[src/rtl/fmul_pkg.sv]
package fmul_pkg;

    typedef enum logic [1:0] {
        SIGN_UU  = 2'b00,
        SIGN_SS  = 2'b01,
        SIGN_SU  = 2'b10,
        SIGN_RSV = 2'b11
    } sign_kind_e;

    typedef struct packed {
        logic frac;
        logic a_signed;
        logic b_signed;
    } op_ctl_t;

    // bit 2 selects fractional, bits 1:0 select operand signedness
    function automatic op_ctl_t decode_mode(input logic [2:0] m);
        op_ctl_t c;
        c.frac = m[2];
        unique case (sign_kind_e'(m[1:0]))
            SIGN_SS: begin c.a_signed = 1'b1; c.b_signed = 1'b1; end
            SIGN_SU: begin c.a_signed = 1'b1; c.b_signed = 1'b0; end
            default: begin c.a_signed = 1'b0; c.b_signed = 1'b0; end
        endcase
        return c;
    endfunction

endpackage

[src/rtl/fmul_issue.sv]
module fmul_issue
    import fmul_pkg::*;
#(
    parameter int DATA_W = 8
) (
    input  logic              clk,
    input  logic              rst,
    input  logic              start,
    input  logic [2:0]        mode,
    input  logic [DATA_W-1:0] op_a,
    input  logic [DATA_W-1:0] op_b,
    output logic              busy,
    output op_ctl_t           ctl_q,
    output logic [DATA_W-1:0] a_q,
    output logic [DATA_W-1:0] b_q
);

    logic accept;
    assign accept = start && !busy;

    always_ff @(posedge clk) begin
        if (rst) begin
            busy  <= 1'b0;
            ctl_q <= '0;
            a_q   <= '0;
            b_q   <= '0;
        end else begin
            busy <= accept;
            if (accept) begin
                ctl_q <= decode_mode(mode);
                a_q   <= op_a;
                b_q   <= op_b;
            end
        end
    end

    AST_BUSY_DROP: assert property (@(posedge clk) disable iff (rst)
        (start && busy) |=> !busy);

endmodule

[src/rtl/fmul_core.sv]
module fmul_core
    import fmul_pkg::*;
#(
    parameter int DATA_W = 8
) (
    input  op_ctl_t             ctl,
    input  logic [DATA_W-1:0]   a,
    input  logic [DATA_W-1:0]   b,
    output logic [2*DATA_W-1:0] result,
    output logic                carry
);

    localparam int EXT_W  = DATA_W + 1;
    localparam int PROD_W = 2 * DATA_W;

    logic signed [EXT_W-1:0]   a_x;
    logic signed [EXT_W-1:0]   b_x;
    logic signed [2*EXT_W-1:0] full;
    logic [PROD_W-1:0]         raw;

    // one extra bit per operand lets a single signed array cover all sign modes
    assign a_x  = {ctl.a_signed & a[DATA_W-1], a};
    assign b_x  = {ctl.b_signed & b[DATA_W-1], b};
    assign full = a_x * b_x;
    assign raw  = full[PROD_W-1:0];

    assign carry  = raw[PROD_W-1];
    assign result = ctl.frac ? {raw[PROD_W-2:0], 1'b0} : raw;

endmodule

[src/rtl/fmul_retire.sv]
module fmul_retire #(
    parameter int DATA_W = 8
) (
    input  logic                clk,
    input  logic                rst,
    input  logic                valid_in,
    input  logic [2*DATA_W-1:0] result,
    input  logic                carry,
    output logic [2*DATA_W-1:0] product,
    output logic                z,
    output logic                c,
    output logic                done
);

    always_ff @(posedge clk) begin
        if (rst) begin
            product <= '0;
            z       <= 1'b0;
            c       <= 1'b0;
            done    <= 1'b0;
        end else begin
            done <= valid_in;
            if (valid_in) begin
                product <= result;
                z       <= (result == '0);
                c       <= carry;
            end
        end
    end

    AST_DONE_PULSE: assert property (@(posedge clk) disable iff (rst)
        done |=> !done);

    AST_HOLD_IDLE: assert property (@(posedge clk) disable iff (rst)
        !done |-> $stable({product, z, c}));

endmodule

[src/rtl/frac_mul_unit.sv]
module frac_mul_unit
    import fmul_pkg::*;
#(
    parameter int DATA_W = 8
) (
    input  logic              clk,
    input  logic              rst,
    input  logic              start,
    input  logic [2:0]        mode,
    input  logic [DATA_W-1:0] op_a,
    input  logic [DATA_W-1:0] op_b,
    output logic [DATA_W-1:0] res_hi,
    output logic [DATA_W-1:0] res_lo,
    output logic              flag_z,
    output logic              flag_c,
    output logic              done
);

    localparam int PROD_W = 2 * DATA_W;

    logic              busy;
    op_ctl_t           ctl_q;
    logic [DATA_W-1:0] a_q;
    logic [DATA_W-1:0] b_q;
    logic [PROD_W-1:0] core_res;
    logic              core_c;
    logic [PROD_W-1:0] product;

    fmul_issue #(.DATA_W(DATA_W)) u_issue (
        .clk(clk), .rst(rst), .start(start), .mode(mode),
        .op_a(op_a), .op_b(op_b),
        .busy(busy), .ctl_q(ctl_q), .a_q(a_q), .b_q(b_q)
    );

    fmul_core #(.DATA_W(DATA_W)) u_core (
        .ctl(ctl_q), .a(a_q), .b(b_q),
        .result(core_res), .carry(core_c)
    );

    fmul_retire #(.DATA_W(DATA_W)) u_retire (
        .clk(clk), .rst(rst), .valid_in(busy),
        .result(core_res), .carry(core_c),
        .product(product), .z(flag_z), .c(flag_c), .done(done)
    );

    assign res_hi = product[PROD_W-1:DATA_W];
    assign res_lo = product[DATA_W-1:0];

    AST_ACCEPT_TO_DONE: assert property (@(posedge clk) disable iff (rst)
        (start && !busy) |=> ##1 done);

    AST_FRAC_EVEN: assert property (@(posedge clk) disable iff (rst)
        (done && $past(ctl_q.frac)) |-> (res_lo[0] == 1'b0));

endmodule

[config.mk]
export PLATFORM = sky130hd
export DESIGN_NAME = frac_mul_unit
export DESIGN_NICKNAME = d
export VERILOG_FILES = /design/src/rtl/fmul_pkg.sv /design/src/rtl/fmul_issue.sv /design/src/rtl/fmul_core.sv /design/src/rtl/fmul_retire.sv /design/src/rtl/frac_mul_unit.sv
export SDC_FILE = /design/constraint.sdc
export NUM_CORES = 1
export LEC_CHECK = 0
export ABC_AREA = 0
export BUFFER_PORTS_ARGS = -buffer_cell sky130_fd_sc_hd__buf_4
export CAP_MARGIN = 5
export CORE_MARGIN = 4
export CORE_UTILIZATION = 35
export CTS_BUF_LIST = sky130_fd_sc_hd__clkbuf_16
export DETAILED_ROUTE_END_ITERATION = 8
export GPL_TIMING_DRIVEN = 0
export PLACE_DENSITY = 0.53
export SLEW_MARGIN = 30
export SYNTH_ARGS = -nofsm -noshare
export SYNTH_HDL_FRONTEND = slang
export SYNTH_HIERARCHICAL = 1
export SYNTH_SLANG_ARGS = --single-unit
[constraint.sdc]
create_clock -name clk -period 6.84 [get_ports clk]
set_input_delay 0.342 -clock clk [delete_from_list [all_inputs] [get_ports clk]]
set_output_delay 0.342 -clock clk [all_outputs]
set_load 0.01 [all_outputs]
# == Word-level counts from Yosys, hierarchy flattened ==
# Cells that the tools add are included.
# op_classes
multipliers,1
n_eq_ne,2
muxes,2
n_bitwise,2
reduce_logical,3
# ops
cell,count
logical NOT 16 bit,1
multiplier 9 x 9 -> 16 bit,1
two-way mux 16 bit,1
one-hot mux 2 bit (2 select lines),1
bitwise AND 1 bit,2
"equality test 2 x 1 -> 1 bit, second input constant",1
"equality test 2 bit, second input constant",1
logical AND 1 bit,1
logical NOT 1 bit,1
# totals
ff_bits,39
inputBits,22
output_inout_bits,19
wordCells,20

# == Longest topological paths before layout ==
# depth
word_depth,4
ltp_mapped,22

# == By module ==
# The synthesis kept the hierarchy.
# modules_own_cells
mod,instances,cells_per_inst,area_each_um2,seq_area_each_um2
fmul_core,1,330,2929.1,0.0
fmul_issue,1,89,903.4,400.4
fmul_retire,1,66,720.7,380.4

# == Worst setup path before layout ==
# No wires, ideal clock.
# synth_timing
path_kind,register -> register
start,register u_issue.b_q[7]
end,register u_retire.z
setup_time_ns,0.088
arrival_ns,5.531
setup_slack_ns,1.221
path_stages_with_launch,22
path_buffers,1
period_less_slack_ns,5.619
path_cell_list,dfxtp_1 > clkbuf_1 > nand2_1 > or2_1 > fa_1 > fa_1 > inv_1 > fa_1 > fa_1 > inv_1 > fa_1 > inv_1 > ha_1 > a21oi_1 > o22ai_1 > o41ai_1 > a21oi_1 > xnor2_1 > mux2i_1 > nor4_1 > nand3_1 > o32ai_2
# synth_via
elab_chain_len,4
# synth_rtl
item,line_no,source
"start, declared",fmul_issue.sv:15,output logic [DATA_W-1:0] b_q
"start signal, assigned",fmul_issue.sv:32,b_q <= op_b;
bitwise AND 1 bit,fmul_core.sv:23,"assign b_x = {ctl.b_signed & b[DATA_W-1], b};"
multiplier 9 x 9 -> 16 bit (*),fmul_core.sv:24,assign full = a_x * b_x;
two-way mux 16 bit (*),fmul_core.sv:28,"assign result = ctl.frac ? {raw[PROD_W-2:0], 1'b0} : raw;"
net core_res[15],frac_mul_unit.sv:25,logic [PROD_W-1:0] core_res;
logical NOT 16 bit (*),fmul_retire.sv:25,z <= (result == '0);
"end signal, assigned",fmul_retire.sv:25,
"end, declared",fmul_retire.sv:10,"output logic z,"
# Mark *: on every way through the listed nets, which the timed path passes. The rest lies on a longest branch.
# A chain may end at the register's enable or synchronous reset.

# == Worst setup path in the final report ==
# Same ends and word-level chain as after synthesis.

==> results_tabular.tex <==
\begin{tabular}{lr}
\hline
Metric & Value \\
\hline
\multicolumn{2}{l}{\textbf{Outcome}} \\
\quad Result of the run & finished, final reports clean \\
\multicolumn{2}{l}{\textbf{Synthesis}} \\
\quad Netlist cell types & 46 \\
\quad Arithmetic-cell share of the synthesized area counting full adders, half adders and majority gates & 0.370 \\
\quad Number of synthesized flops with an enable pin & 0 \\
\quad Combinational family with the most area after synthesis & adder cells \\
\quad Sequential share of the synthesized area & 0.171 \\
\quad Multiplexer fraction of the synthesized cell area & 0.0660 \\
\quad Area of the mapped netlist & 0.00455 mm² \\
\quad Syn Inst Count & 485 \\
\quad Mean post-synth cell area & 9.39 µm² \\
\quad Share of async-settable or async-resettable flops after synthesis & 0 \\
\quad Syn nets & 604 \\
\quad Fraction of the mapped netlist area in simple logic gates & 0.209 \\
\quad Commonest register cell after synthesis & dfxtp\_1 \\
\quad Compound-Gate Fraction of Synth Area & 0.0618 \\
\quad Flops \& latches, synth & 39 \\
\quad Count of warnings emitted by yosys & 6 \\
\quad Parity-gate share of the synthesized area counting xor and xnor cells & 0.0289 \\
\multicolumn{2}{l}{\textbf{Timing}} \\
\quad Summed negative setup slack over all endpoints & 0 ps \\
\quad Fin crit share & 0.955 \\
\quad Final worst setup slack & 310 ps \\
\quad Min Tclk post-route & 6530 ps \\
\quad Worst rel slew slack & 0.679 \\
\quad Hold Worst Slack & 314 ps \\
\quad Final hold violation count & 0 \\
\quad Setup repair after global routing missed its margin & false \\
\quad Maximum clock frequency & 153 MHz \\
\quad Worst Tran Pin Value & 475 ps \\
\quad Final count of negative-setup-slack endpoints & 0 \\
\quad Pins Over Slew Limit & 0 \\
\quad Clock Skew & 4.95 ps \\
\multicolumn{2}{l}{\textbf{Power and ir drop}} \\
\quad Share of total power consumed by net switching & 0.290 \\
\quad Static Leak & 2.50 nW \\
\quad P\_int & 437 µW \\
\quad Combinational group share of total power & 0.239 \\
\quad Sequential group share of total power & 0.412 \\
\quad Power density of the placed cells & 119 mW/mm² \\
\quad Power spent charging and discharging nets & 179 µW \\
\quad Worst vdd ir & 0.0816 mV \\
\quad Proportion of power drawn by the clock network & 0.350 \\
\multicolumn{2}{l}{\textbf{Critical path}} \\
\quad Worst Setup End Kind & flip-flop \\
\quad Max Fanout on Critical Path & 10 \\
\quad CP startpoint kind & flip-flop \\
\quad Critical path cell sequence & clkbuf\_1 -> nand2\_1 -> or2\_1 -> fa\_1 -> fa\_1 -> inv\_1 -> fa\_1 -> fa\_1 -> inv\_1 -> fa\_1 -> inv\_1 -> ha\_1 -> a21oi\_1 -> o22ai\_1 -> o41ai\_1 -> a21oi\_1 -> xnor2\_1 -> mux2i\_1 -> nor4\_1 -> nand3\_1 -> o32ai\_2 \\
\quad Critical path class & flip-flop to flip-flop \\
\quad Most common cell type on the critical path & fa\_1 \\
\quad Max stage delay cell, worst path & fa\_1 \\
\quad Kind of cell adding the most delay to the critical path & adder cells \\
\quad Arrival time of data at the critical path endpoint & 6730 ps \\
\quad Data required time of the worst path & 7040 ps \\
\quad Count of buffering cells on the critical path with inverters included & 4 \\
\quad Slowest Stage Delay on Critical Path & 540 ps \\
\multicolumn{2}{l}{\textbf{Global routing}} \\
\quad Number of antenna violations at the first check in global routing & 0 \\
\quad Global-route usage over all layers & 0.137 \\
\quad Total congestion overflow after global routing & 0 \\
\quad Number of global-route vias before repair & 3395 \\
\quad Pin count of the biggest net entering global routing & 12 \\
\quad First-pass GRT wire length & 16500 µm \\
\multicolumn{2}{l}{\textbf{Layout}} \\
\quad Area of the multi-input gates & 0.00335 mm² \\
\quad Total number of nets in the final design & 650 \\
\quad Antenna cell count & 0 \\
\quad Most frequent cells in the layout & inv\_1 (81), fa\_1 (63), buf\_4 (40) \\
\quad Post-synthesis to final-layout area growth & 14.1\% \\
\quad Fraction of final layout cells sized beyond drive strength 1 & 0.134 \\
\quad Area of all placed cells without fillers & 0.00519 mm² \\
\quad Most frequent standard cell in the layout excluding fill and tap cells & inv\_1 \\
\quad Post-layout util & 0.410 \\
\quad Count of filler cells inserted in the layout & 1305 \\
\quad Sequential cell area in the final layout & 781 µm² \\
\multicolumn{2}{l}{\textbf{Detailed routing}} \\
\quad Final routed wirelength across all metal layers & 9440 µm \\
\quad Number of nets with antenna violations after detailed routing & 0 \\
\quad Detailed router's first-iteration violation count & 109 \\
\quad Number of detailed-route iterations in the first pass & 4 \\
\quad Ratio of routed vias to standard cells & 4.64 \\
\quad Remaining design rule violation count & 0 \\
\quad Via count of the routed design & 3254 \\
\quad Drt wl/cell & 13.5 µm \\
\multicolumn{2}{l}{\textbf{Clock network}} \\
\quad Level count of the clock H-tree & 2 \\
\quad Clock insertion delay at the later pin of the skew report & 280 ps \\
\quad Quantity of gates resized following cts & 0 \\
\quad Number of buffers inserted during clock tree synthesis & 5 \\
\quad Max Buffers Root-to-Sink & 2 \\
\quad TritonCTS clock tree & done \\
\quad Number of clock sinks & 39 \\
\quad Hold buffers post-CTS & 0 \\
\quad Clock transition time at the flip-flop clock pins of the worst setup and hold paths & 60 ps \\
\quad Count of buffers added by post-CTS timing repair for setup & 0 \\
\quad Clock root buffer & clkbuf\_16 \\
\multicolumn{2}{l}{\textbf{Place}} \\
\quad Total half-perimeter wirelength after legalization and detailed placement & 7910 µm \\
\quad Worst slack at placement & 377 ps \\
\quad Placed instance area & 0.00506 mm² \\
\quad Placer's final routability congestion estimate & 0.729 \\
\quad Count of buffers inserted at the top-level ports & 39 \\
\multicolumn{2}{l}{\textbf{Floorplan}} \\
\quad Effective utilization at floorplan & 0.359 \\
\quad Chip Height & 122 µm \\
\quad Horizontal die dimension & 122 µm \\
\quad Full die area & 0.0149 mm² \\
\quad Standard-cell row count & 41 \\
\quad Area of the core & 0.0127 mm² \\
\quad Number of top-level pins & 41 \\
\multicolumn{2}{l}{\textbf{Flow run}} \\
\quad Max-cap viol count & 0 \\
\multicolumn{2}{l}{\textbf{Min path}} \\
\quad Path type of the worst min-delay path & primary input to flip-flop \\
\hline
\end{tabular}
[cells by family (layout without fill, tap and decap cells)]
| family | after synthesis | after routing |
|---|---|---|
| AO/OA/AOI/OAI | 43 | 43 |
| XOR/XNOR | 15 | 15 |
| adder cells (fa/ha/maj) | 97 | 97 |
| buffers and inverters | 101 | 146 |
| flip-flops | 39 | 39 |
| multiplexers | 29 | 29 |
| AND/OR/NAND/NOR | 161 | 161 |
[area by class of cell]
type	count	share of cell area
Timing Repair Buffer	39	0.0564
Sequential cell	39	0.150
Tap cell	172	0.0414
Multi-Input combinational cell	345	0.646
Inverter	81	0.0585
Clock buffer	5	0.0241
Buffer	20	0.0222
Clock inverter	1	0.00145
[state kept, by name, indices dropped and copies added (netlist names)]
| name | cells |
|---|---|
| u_issue/busy | 1 |
| u_retire/product | 16 |
| u_issue/a_q | 8 |
| u_retire/done | 1 |
| u_issue/ctl_q | 3 |
| u_retire/c | 1 |
| u_issue/b_q | 8 |
| u_retire/z | 1 |
[synthesized netlist by cell type (all sizes together), types with 2 or more instances]
master	instances	area share
and3	2	0.0027
nor4	4	0.0055
dfxtp	39	0.17
nor2b	5	0.010
or2	2	0.0027
nand4bb	18	0.045
o21ai	26	0.029
fa	63	0.28
nand2	38	0.031
and2	38	0.052
ha	34	0.093
nand3	4	0.0044
o21a	2	0.0036
o22ai	3	0.0071
nor2	28	0.024
a21oi	6	0.0066
xor2	3	0.0058
mux2	8	0.020
clkbuf	12	0.010
nand2b	19	0.027
mux2i	21	0.046
inv	81	0.067
xnor2	12	0.023
buf	8	0.015
[metrics by stage]
stage                     power (mW)  std cells
after detailed placement       0.407        696
after CTS                      0.624        702
after floorplan                0.359        485
after global routing           0.654        702
after global placement         0.405        696
final                          0.616        702
[layer usage]
metal  vias up  share of wire  track usage
met5         -              0            0
met4         0         0.0062       0.0210
met3         5          0.018       0.0214
met2        30           0.47        0.224
met1      1592           0.50        0.195
li1       1627              -            -
[worst register-to-register path, delay by kind of cell (launching register included)]
kind / cells / cell delay [ps]
XOR/XNOR: 1 / 330
adder cells (fa/ha/maj): 6 / 2960
buffers and inverters: 4 / 480
flip-flops: 1 / 340
AND/OR/NAND/NOR: 4 / 1100
AO/OA/AOI/OAI: 5 / 1050
multiplexers: 1 / 170
[power by group through the flow]
stage / clock [mW] / combinational, mW / sequential, mW
finish: 0.215 / 0.147 / 0.254
floorplan: 0 / 0.105 / 0.253
CTS: 0.220 / 0.149 / 0.254
global route: 0.231 / 0.167 / 0.256
detailed placement: 0 / 0.148 / 0.259
global placement: 0 / 0.147 / 0.258
[worst paths after layout]
kind              slack (ps)             endpoint            from  cells after the start
setup reg to reg         310           u_retire/z  u_issue/b_q[7]                     21
hold reg to reg          460       u_issue/a_q[5]  u_issue/a_q[5]                      2
hold / removal           310  u_retire/product[2]             rst                      2
setup / recovery         310           u_retire/z  u_issue/b_q[7]                     21
Note: power is estimated with default switching activity, not from simulation.
